**src/rtl/sdr_sched_pkg.sv**
```systemverilog
package sdr_sched_pkg;

  typedef enum logic [3:0] {
    CMD_NOP       = 4'd0,
    CMD_PRE_ALL   = 4'd1,
    CMD_AUTO_REF  = 4'd2,
    CMD_SR_ENTER  = 4'd3,
    CMD_SR_EXIT   = 4'd4,
    CMD_PD_ENTER  = 4'd5,
    CMD_PD_EXIT   = 4'd6,
    CMD_DPD_ENTER = 4'd7,
    CMD_DPD_EXIT  = 4'd8
  } cmd_e;

  typedef enum logic [1:0] {
    LP_OFF   = 2'd0,
    LP_SELF  = 2'd1,
    LP_PWRDN = 2'd2,
    LP_DEEP  = 2'd3
  } lp_mode_e;

  typedef enum logic [2:0] {
    ST_ACTIVE,
    ST_PRE_W,
    ST_REF_W,
    ST_SELF,
    ST_PWRDN,
    ST_DEEP,
    ST_EXIT_W
  } seq_st_e;

  function automatic cmd_e lp_enter_code(input lp_mode_e m);
    case (m)
      LP_SELF:  return CMD_SR_ENTER;
      LP_PWRDN: return CMD_PD_ENTER;
      LP_DEEP:  return CMD_DPD_ENTER;
      default:  return CMD_NOP;
    endcase
  endfunction

  function automatic seq_st_e lp_state(input lp_mode_e m);
    case (m)
      LP_SELF:  return ST_SELF;
      LP_PWRDN: return ST_PWRDN;
      LP_DEEP:  return ST_DEEP;
      default:  return ST_ACTIVE;
    endcase
  endfunction

  function automatic cmd_e lp_exit_code(input seq_st_e s);
    case (s)
      ST_SELF:  return CMD_SR_EXIT;
      ST_PWRDN: return CMD_PD_EXIT;
      ST_DEEP:  return CMD_DPD_EXIT;
      default:  return CMD_NOP;
    endcase
  endfunction

endpackage

```
**src/rtl/sdr_rfsh_timer.sv**
```systemverilog
module sdr_rfsh_timer #(
  parameter int IW = 16
) (
  input  logic          clk,
  input  logic          rst_n,
  input  logic [IW-1:0] interval,
  output logic          tick
);
  localparam logic [IW-1:0] ONE = IW'(1);

  logic [IW-1:0] cnt;

  always_ff @(posedge clk) begin
    if (!rst_n)                  cnt <= '0;
    else if (interval == '0)     cnt <= '0;
    else if (cnt <= ONE)         cnt <= interval;
    else                         cnt <= cnt - ONE;
  end

  assign tick = (interval != '0) && (cnt == ONE);
endmodule

```
**src/rtl/sdr_idle_timer.sv**
```systemverilog
module sdr_idle_timer #(
  parameter int TW = 16
) (
  input  logic          clk,
  input  logic          rst_n,
  input  logic          busy,
  input  logic          deep,
  input  logic [TW-1:0] tmo,
  output logic          expired
);
  logic [TW-1:0] cnt;

  always_ff @(posedge clk) begin
    if (!rst_n)          cnt <= '0;
    else if (busy)       cnt <= '0;
    else if (cnt != '1)  cnt <= cnt + TW'(1);
  end

  assign expired = !busy && (deep || (cnt >= tmo));
endmodule

```
**src/rtl/sdr_lp_seq.sv**
```systemverilog
module sdr_lp_seq
  import sdr_sched_pkg::*;
#(
  parameter int T_RP = 3,
  parameter int T_RC = 8
) (
  input  logic     clk,
  input  logic     rst_n,
  input  logic     rf_pend,
  input  logic     mst_req,
  input  lp_mode_e lp_mode,
  input  logic     idle_ok,
  output cmd_e     cmd,
  output logic     rf_issue,
  output logic     ready,
  output logic     lp_mask,
  output logic     in_self
);
  localparam int MAXW = (T_RP > T_RC) ? T_RP : T_RC;
  localparam int WW   = $clog2(MAXW + 1);
  localparam logic [WW-1:0] RP_LD = WW'(T_RP - 1);
  localparam logic [WW-1:0] RC_LD = WW'(T_RC - 1);

  seq_st_e       st;
  logic [WW-1:0] wcnt;
  cmd_e          cmd_q;
  logic          lp_enter, lp_exit, in_lp;

  always_comb begin
    in_lp    = (st == ST_SELF) || (st == ST_PWRDN) || (st == ST_DEEP);
    rf_issue = (st == ST_ACTIVE) && rf_pend;
    ready    = (st == ST_ACTIVE) && !rf_pend;
    lp_enter = ready && !mst_req && (lp_mode != LP_OFF) && idle_ok;
    lp_exit  = in_lp && (mst_req || ((st == ST_PWRDN) && rf_pend));
    lp_mask  = (st == ST_SELF) || (st == ST_DEEP);
    in_self  = (st == ST_SELF);
  end

  always_ff @(posedge clk) begin
    if (!rst_n) begin
      st    <= ST_ACTIVE;
      wcnt  <= '0;
      cmd_q <= CMD_NOP;
    end else begin
      cmd_q <= CMD_NOP;
      case (st)
        ST_ACTIVE: begin
          if (rf_issue) begin
            cmd_q <= CMD_PRE_ALL;
            st    <= ST_PRE_W;
            wcnt  <= RP_LD;
          end else if (lp_enter) begin
            cmd_q <= lp_enter_code(lp_mode);
            st    <= lp_state(lp_mode);
          end
        end
        ST_PRE_W: begin
          if (wcnt == '0) begin
            cmd_q <= CMD_AUTO_REF;
            st    <= ST_REF_W;
            wcnt  <= RC_LD;
          end else wcnt <= wcnt - WW'(1);
        end
        ST_REF_W, ST_EXIT_W: begin
          if (wcnt == '0) st <= ST_ACTIVE;
          else            wcnt <= wcnt - WW'(1);
        end
        ST_SELF, ST_PWRDN, ST_DEEP: begin
          if (lp_exit) begin
            cmd_q <= lp_exit_code(st);
            st    <= ST_EXIT_W;
            wcnt  <= RP_LD;
          end
        end
        default: st <= ST_ACTIVE;
      endcase
    end
  end

  assign cmd = cmd_q;
endmodule

```
**src/rtl/sdr_refresh_sched.sv**
```systemverilog
module sdr_refresh_sched
  import sdr_sched_pkg::*;
#(
  parameter int IW   = 16,
  parameter int TW   = 16,
  parameter int T_RP = 3,
  parameter int T_RC = 8
) (
  input  logic          clk,
  input  logic          rst_n,
  input  logic [IW-1:0] cfg_interval,
  input  logic [1:0]    cfg_lp_mode,
  input  logic [TW-1:0] cfg_idle_tmo,
  input  logic          mst_req,
  output logic          mst_wait,
  input  logic          stat_rd,
  output logic          irq_rfsh_err,
  output logic [3:0]    cmd_code
);
  lp_mode_e mode;
  logic     rf_tick, rf_tick_eff, rf_pend, rf_issue, err_set;
  logic     idle_ok, seq_ready, seq_mask, seq_self;
  cmd_e     seq_cmd;

  assign mode = lp_mode_e'(cfg_lp_mode);

  sdr_rfsh_timer #(.IW(IW)) u_rtmr (
    .clk(clk), .rst_n(rst_n), .interval(cfg_interval), .tick(rf_tick)
  );

  sdr_idle_timer #(.TW(TW)) u_itmr (
    .clk(clk), .rst_n(rst_n), .busy(mst_req), .deep(mode == LP_DEEP),
    .tmo(cfg_idle_tmo), .expired(idle_ok)
  );

  sdr_lp_seq #(.T_RP(T_RP), .T_RC(T_RC)) u_seq (
    .clk(clk), .rst_n(rst_n), .rf_pend(rf_pend), .mst_req(mst_req),
    .lp_mode(mode), .idle_ok(idle_ok), .cmd(seq_cmd), .rf_issue(rf_issue),
    .ready(seq_ready), .lp_mask(seq_mask), .in_self(seq_self)
  );

  assign rf_tick_eff = rf_tick && !seq_mask;
  assign err_set     = rf_tick_eff && rf_pend && !rf_issue;

  always_ff @(posedge clk) begin
    if (!rst_n) begin
      rf_pend      <= 1'b0;
      irq_rfsh_err <= 1'b0;
    end else begin
      if (rf_tick_eff)   rf_pend <= 1'b1;
      else if (rf_issue) rf_pend <= 1'b0;
      if (err_set)       irq_rfsh_err <= 1'b1;
      else if (stat_rd)  irq_rfsh_err <= 1'b0;
    end
  end

  assign mst_wait = mst_req && !seq_ready;
  assign cmd_code = seq_cmd;
endmodule

```
**config.mk**
```make
export PLATFORM = sky130hd
export DESIGN_NAME = sdr_refresh_sched
export DESIGN_NICKNAME = d
export VERILOG_FILES = /design/src/rtl/sdr_sched_pkg.sv /design/src/rtl/sdr_rfsh_timer.sv /design/src/rtl/sdr_idle_timer.sv /design/src/rtl/sdr_lp_seq.sv /design/src/rtl/sdr_refresh_sched.sv
export SDC_FILE = /design/constraint.sdc
export NUM_CORES = 1
export LEC_CHECK = 0
export BUFFER_PORTS_ARGS = -buffer_cell sky130_fd_sc_hd__buf_2
export CAP_MARGIN = 20
export CORE_AREA = 2 2 91 93
export DETAILED_ROUTE_END_ITERATION = 8
export DIE_AREA = 0 0 93 95
export MAX_ROUTING_LAYER = met4
export SYNTH_ARGS = -nofsm -noshare
export SYNTH_HDL_FRONTEND = slang
export SYNTH_SLANG_ARGS = --single-unit
```
**constraint.sdc**
```tcl
create_clock -name clk -period 2.7 [get_ports clk]
set_clock_uncertainty 0.05 [all_clocks]
set_input_delay 0 -clock clk [delete_from_list [all_inputs] [get_ports clk]]
set_output_delay 0 -clock clk [all_outputs]
set_load 0.02 [all_outputs]
```
======== Word level (Yosys, flattened, before mapping) ========
Index checks and enable logic that the tools add are counted.
word-level totals
  register bits after elaboration ......... 45
  bits of input ports ..................... 38
operators by class
  $add $sub $neg .......................... 3
  $lt $le $gt $ge ......................... 2
  eq/ne operators ......................... 17
  mux-type cells .......................... 24
  bitwise logic cells ..................... 1
  reductions and logical operators ........ 37
operators with widths
  kind                                                              count
  2-to-1 mux 4 bit                                                  7
  case mux 4 bit (3 select lines)                                   2
  case mux 3 bit (3 select lines)                                   2
  adder 16 x 1 -> 16 bit (second input constant)                    1
  equality test 16 x 1 -> 1 bit (second input constant)             1
  >= comparator 16 bit                                              1
  less-or-equal comparator 16 x 1 -> 1 bit (second input constant)  1
  logical NOT 16 bit                                                1
  2-to-1 mux 16 bit                                                 1
  != test 16 bit (second input constant)                            1
  case mux 4 bit (4 select lines)                                   1
  nonzero test 16 bit                                               1
  subtractor 16 x 1 -> 16 bit (second input constant)               1
  2-to-1 mux 3 bit                                                  5
  logical AND 1 bit                                                 13
  case mux 3 bit (4 select lines)                                   1
  equality test 3 bit (second input constant)                       3
  AND reduction 4 bit                                               2
  equality test 3 x 2 -> 1 bit (second input constant)              2
  != test 2 x 1 -> 1 bit (second input constant)                    3
  nonzero test 2 bit                                                3
  OR reduction 2 bit                                                3
  logical NOT 1 bit                                                 5
  logical OR 1 bit                                                  5
  other kinds (13)                                                  18

======== Logic depth before layout (Yosys ltp) ========
  depth after elaboration ................. 8
  depth in mapped cells ................... 8

======== Cells and area by module ========
A second synthesis with hierarchy kept.
unflattened totals
  cell total of the unflattened synthesis .. 369
  area, all modules ....................... 3111.7 um2
modules (own cells, without submodules)
  module             instances  cells an instance  area each (um2)
  sdr_idle_timer     1          164                1345.0
  sdr_rfsh_timer     1          107                932.1
  sdr_lp_seq         1          88                 735.7
  sdr_refresh_sched  1          10                 98.8

======== Least setup slack after synthesis ========
No wires, ideal clock.
  path kind ............................... reg2reg
  start point ............................. register u_seq.wcnt[0]
  end point ............................... register u_seq.wcnt[3]
  library setup time ...................... 0.072 ns
  arrival time ............................ 1.949 ns
  data required time ...................... 2.578 ns
  path slack .............................. 0.630 ns
  stages on the path, launching flop included .. 8
  path buffers ............................ 0
  path through ............................ dfxtp_1 -> inv_1 -> ha_1 -> nor3b_2 -> and2_1 -> o311a_1 -> or4b_1 -> a21oi_1
between the ends
  word-level cells in the longest chain between the ends .. 3
ends and longest elaborated chain
  what                                                                    RTL line          source
  start, declared                                                         sdr_lp_seq.sv:25  logic [WW-1:0] wcnt;
  start signal, assigned                                                  sdr_lp_seq.sv:62  end else wcnt <= wcnt - WW'(1);
  start signal, assigned                                                  sdr_lp_seq.sv:66  else wcnt <= wcnt - WW'(1);
  subtractor 4 x 1 -> 4 bit or logical NOT 4 bit (tied branches)          --
  2-to-1 mux 4 bit, or another cell as far along                          sdr_lp_seq.sv:65  if (wcnt == '0) st <= ST_ACTIVE;
  case mux 4 bit (4 select lines) or AND reduction 4 bit (tied branches)  --
Several ways; a longest one is shown, not always the timed one. The select of a mux whose other input is x is not followed.
A chain may end at the register's enable or synchronous reset.

======== Worst setup path after layout ========
  start point ............................. register u_itmr.cnt[15]
  end point ............................... register u_seq.st[0]
between the ends
  word-level cells in the longest chain between the ends .. 6
ends and longest elaborated chain
  what                                     RTL line              source
  start, declared                          sdr_idle_timer.sv:11  logic [TW-1:0] cnt;
  start signal, assigned                   sdr_idle_timer.sv:16  else if (cnt != '1) cnt <= cnt + TW'(1);
  >= comparator 16 bit                     sdr_idle_timer.sv:19  assign expired = !busy && (deep || (cnt >= tmo));
  logical OR 1 bit                         sdr_idle_timer.sv:19
  logical AND 1 bit                        sdr_idle_timer.sv:19
  logical AND 1 bit                        sdr_lp_seq.sv:33      lp_enter = ready && !mst_req && (lp_mode != LP_OFF) && idle_ok;
  != test 3 x 2 -> 1 bit (no source line)  --
  AND reduction 4 bit (no source line)     --
  end signal, assigned                     sdr_lp_seq.sv:54      st <= lp_state(lp_mode);
  end, declared                            sdr_lp_seq.sv:24      seq_st_e st;
Every way passes these cells.

==> results.cfg <==
[outcome]
outcome = complete, no violations

[clock_network]
cts_made_buffers = 5
htreeDepth = 2
clkLatencyLatePin_ns = 0.30
clk_pin_slew_worst_paths_ns = 0.09
cts_tree = yes
cts_buffer_depth = 2
cts_resized = 0
cts.sinks = 45
clockRootBuffer = clkbuf_8

[global_route]
grt_pass1_wl_um = 10700
track_usage = 0.156
grt.overflow.total = 0
antenna_found_initial = 0
grt_max_degree = 33
grt_pass1_vias = 2432

[setup_path]
path_cells = ha_1, nand4_1, nor3_1, o311ai_0, a311oi_1, o21ai_0, mux2i_1
critical_path.slowest_cell = a311oi_1
rr_endpoint = u_seq.st[0]
r2r_start = u_itmr.cnt[15]
worstRegToRegCells = 7
arrival_ns = 2.52
worstPathMaxFanout = 5
crit_path_end_kind = flip-flop
startpoint_type = flip-flop
crit_type = flip-flop to flip-flop
cp_data_required_time_ns = 2.84
rrSetupSlack_ns = 0.32
cpPeakStageDelay_ns = 0.59

[timing]
max_freq_ghz = 0.421
slew_violations = 0
fin_crit_sh = 0.880
slew-limit-headroom = 0.581
fin_setup_tns_ns = 0
final_hold_viol_count = 0
rsz0062_at_grt = no
fin_crit_ns = 2.38
setup_viol = 0
worstMarginPinSlew_ns = 0.629
setup_ws_ns = 0.323

[detailed_routing]
ant_nets = 0
vias = 2523
dr.pass1.iters = 4
drcViolationCount = 0
drt_wl_total_um = 6330
via_per_inst = 5.03
wl_per_cell_um = 12.6
drtIter0Drc = 107

[cells_and_area]
fin_util = 0.417
drive_gt1_frac = 0.149
nets = 454
fillers = 815
final_cells = 502
diodes = 0
area_growth_syn_to_layout_pct = 20.9

[placed_design]
detailed_place_hpwl_um = 4550
place.gp.congestion = 0.852
place_ws_ns = 0.349
io_buffers = 43
dp.cells = 475

[logic_synthesis]
async_reset_ff_frac = 0
netlist_instances = 340
yosysTopAreaCellShare = 0.330
synth_seq_cells = 45
synth.area.top_cells = dfxtp_1, ha_1, nor2_1
synth_cell_types = 48
synth-edff-count = 0
synthTopCellsByCount = nor2_1, dfxtp_1, inv_1, ha_1, nand2_1
avgSynthCellArea_sq_um = 8.03
syn_nets = 398
syn-cell-area_sq_um = 2730
ys_warn_count = 0
synth.most_common_cell = nor2_1
synth_flop_cell = dfxtp_1
synth_top_cell_by_area = dfxtp_1
synth_seq_area_share = 0.330

[job]
max_cap_violations = 0

[floorplanning]
core_sq_um = 7930
ioPinCount = 44
die_h_um = 95
fp.dieW_um = 93
start_util = 0.345
num_rows = 33
dieArea_sq_um = 8840

[hold_path]
whs_endpoint = u_seq.cmd[3]
hold_class = primary input to flip-flop
min_path_cells = 3
min_from = mst_req

[power_and_ir_drop]
power.density_nw_per_um2 = 770
cellLeakagePower_uw = 0.00137
ir_drop_uv = 237
[routing by layer]
layer  routed length (um)  part of all wire  track usage  vias up
li1                     -                 -            -     1312
met1                 2910              0.46        0.186     1135
met2                 2930              0.46        0.258       62
met3                  334             0.053       0.0287       14
met4                  157             0.025       0.0699        0
met5                    0                 0            -        -
[final cells by class]
cell class | count | area [sq um] | share of cell area
Clock inverter | 1 | 7.51 | 0.00227
Timing Repair Buffer | 63 | 413 | 0.125
Inverter | 25 | 93.8 | 0.0284
Clock buffer | 7 | 76.3 | 0.0231
Multi-Input combinational cell | 256 | 1680 | 0.509
Tap cell | 105 | 131 | 0.0398
Sequential cell | 45 | 901 | 0.273
[registers in the layout, summed over array words and instances, names as in the netlist]
| signal | count |
|---|---|
| u_rtmr.cnt | 16 |
| u_itmr.cnt | 16 |
| u_seq.st | 3 |
| rf_pend | 1 |
| u_seq.wcnt | 4 |
| irq_rfsh_err | 1 |
| u_seq.cmd | 4 |
[power by group]
| group | total [uW] | switching [uW] | leakage [uW] | internal [uW] |
|---|---|---|---|---|
| registers | 986 | 174 | 0.000367 | 812 |
| logic | 1140 | 607 | 0.000961 | 537 |
| clock network | 413 | 229 | 0.0000385 | 183 |
[critical path: cells and delay by family, from the launching register on]
family	cells	cell delay (ns)
AOI/OAI and AO/OA	3	1.01
and+or+nand+nor	2	0.37
DFF	1	0.35
adders and majority gates	1	0.32
muxes	1	0.16
[worst max-delay path by stage]
stage,start,end,slack (ns),depth (start not counted)
floorplan,u_seq.wcnt[0],u_seq.wcnt[3],0.63,7
global placement,u_itmr.cnt[13],u_seq.st[0],0.40,7
detailed placement,u_itmr.cnt[15],u_seq.st[0],0.35,7
CTS,u_itmr.cnt[15],u_seq.st[0],0.33,7
global route,u_itmr.cnt[13],u_seq.st[0],0.04,7
finish,u_itmr.cnt[15],u_seq.st[0],0.32,7
[per-stage QoR]
step           hold WS, ns  area, sq um  total power [uW]
2_1_floorplan       0.0717         2730              1890
3_3_place_gp         0.255         3030              2110
3_5_place_dp         0.261         3030              2120
4_1_cts             0.0197         3300              2560
5_1_grt             0.0324         3300              2760
6_report            0.0232         3300              2540
[cells in the final DEF, fill, tap and decap left out, types with 15 or more instances in the layout]
| cell type | count |
|---|---|
| a211oi_1 | 18 |
| a21oi_1 | 18 |
| buf_2 | 43 |
| dfxtp_1 | 45 |
| dlygate4sd3_1 | 19 |
| ha_1 | 20 |
| inv_1 | 24 |
| nand2_1 | 19 |
| nor2_1 | 50 |
| xnor2_1 | 15 |
[timing repair]
action                                 in CTS  in global routing
hold buffers                               19                  0
buffers inserted                            0                  0
endpoints found under the hold margin      19                  0
[kinds of logic (layout without fill, tap and decap cells)]
logic type               count (synthesis)  count (layout)  synth area share
AND/OR/NAND/NOR                        138             138             0.262
AO/OA/AOI/OAI                           66              66             0.157
flip-flops                              45              45             0.330
buffers and inverters                   39              96            0.0550
XOR/XNOR                                27              27            0.0866
adder cells (fa/ha/maj)                 20              20            0.0916
multiplexers                             5               5            0.0183
Note: power is estimated with default switching activity, not from simulation.
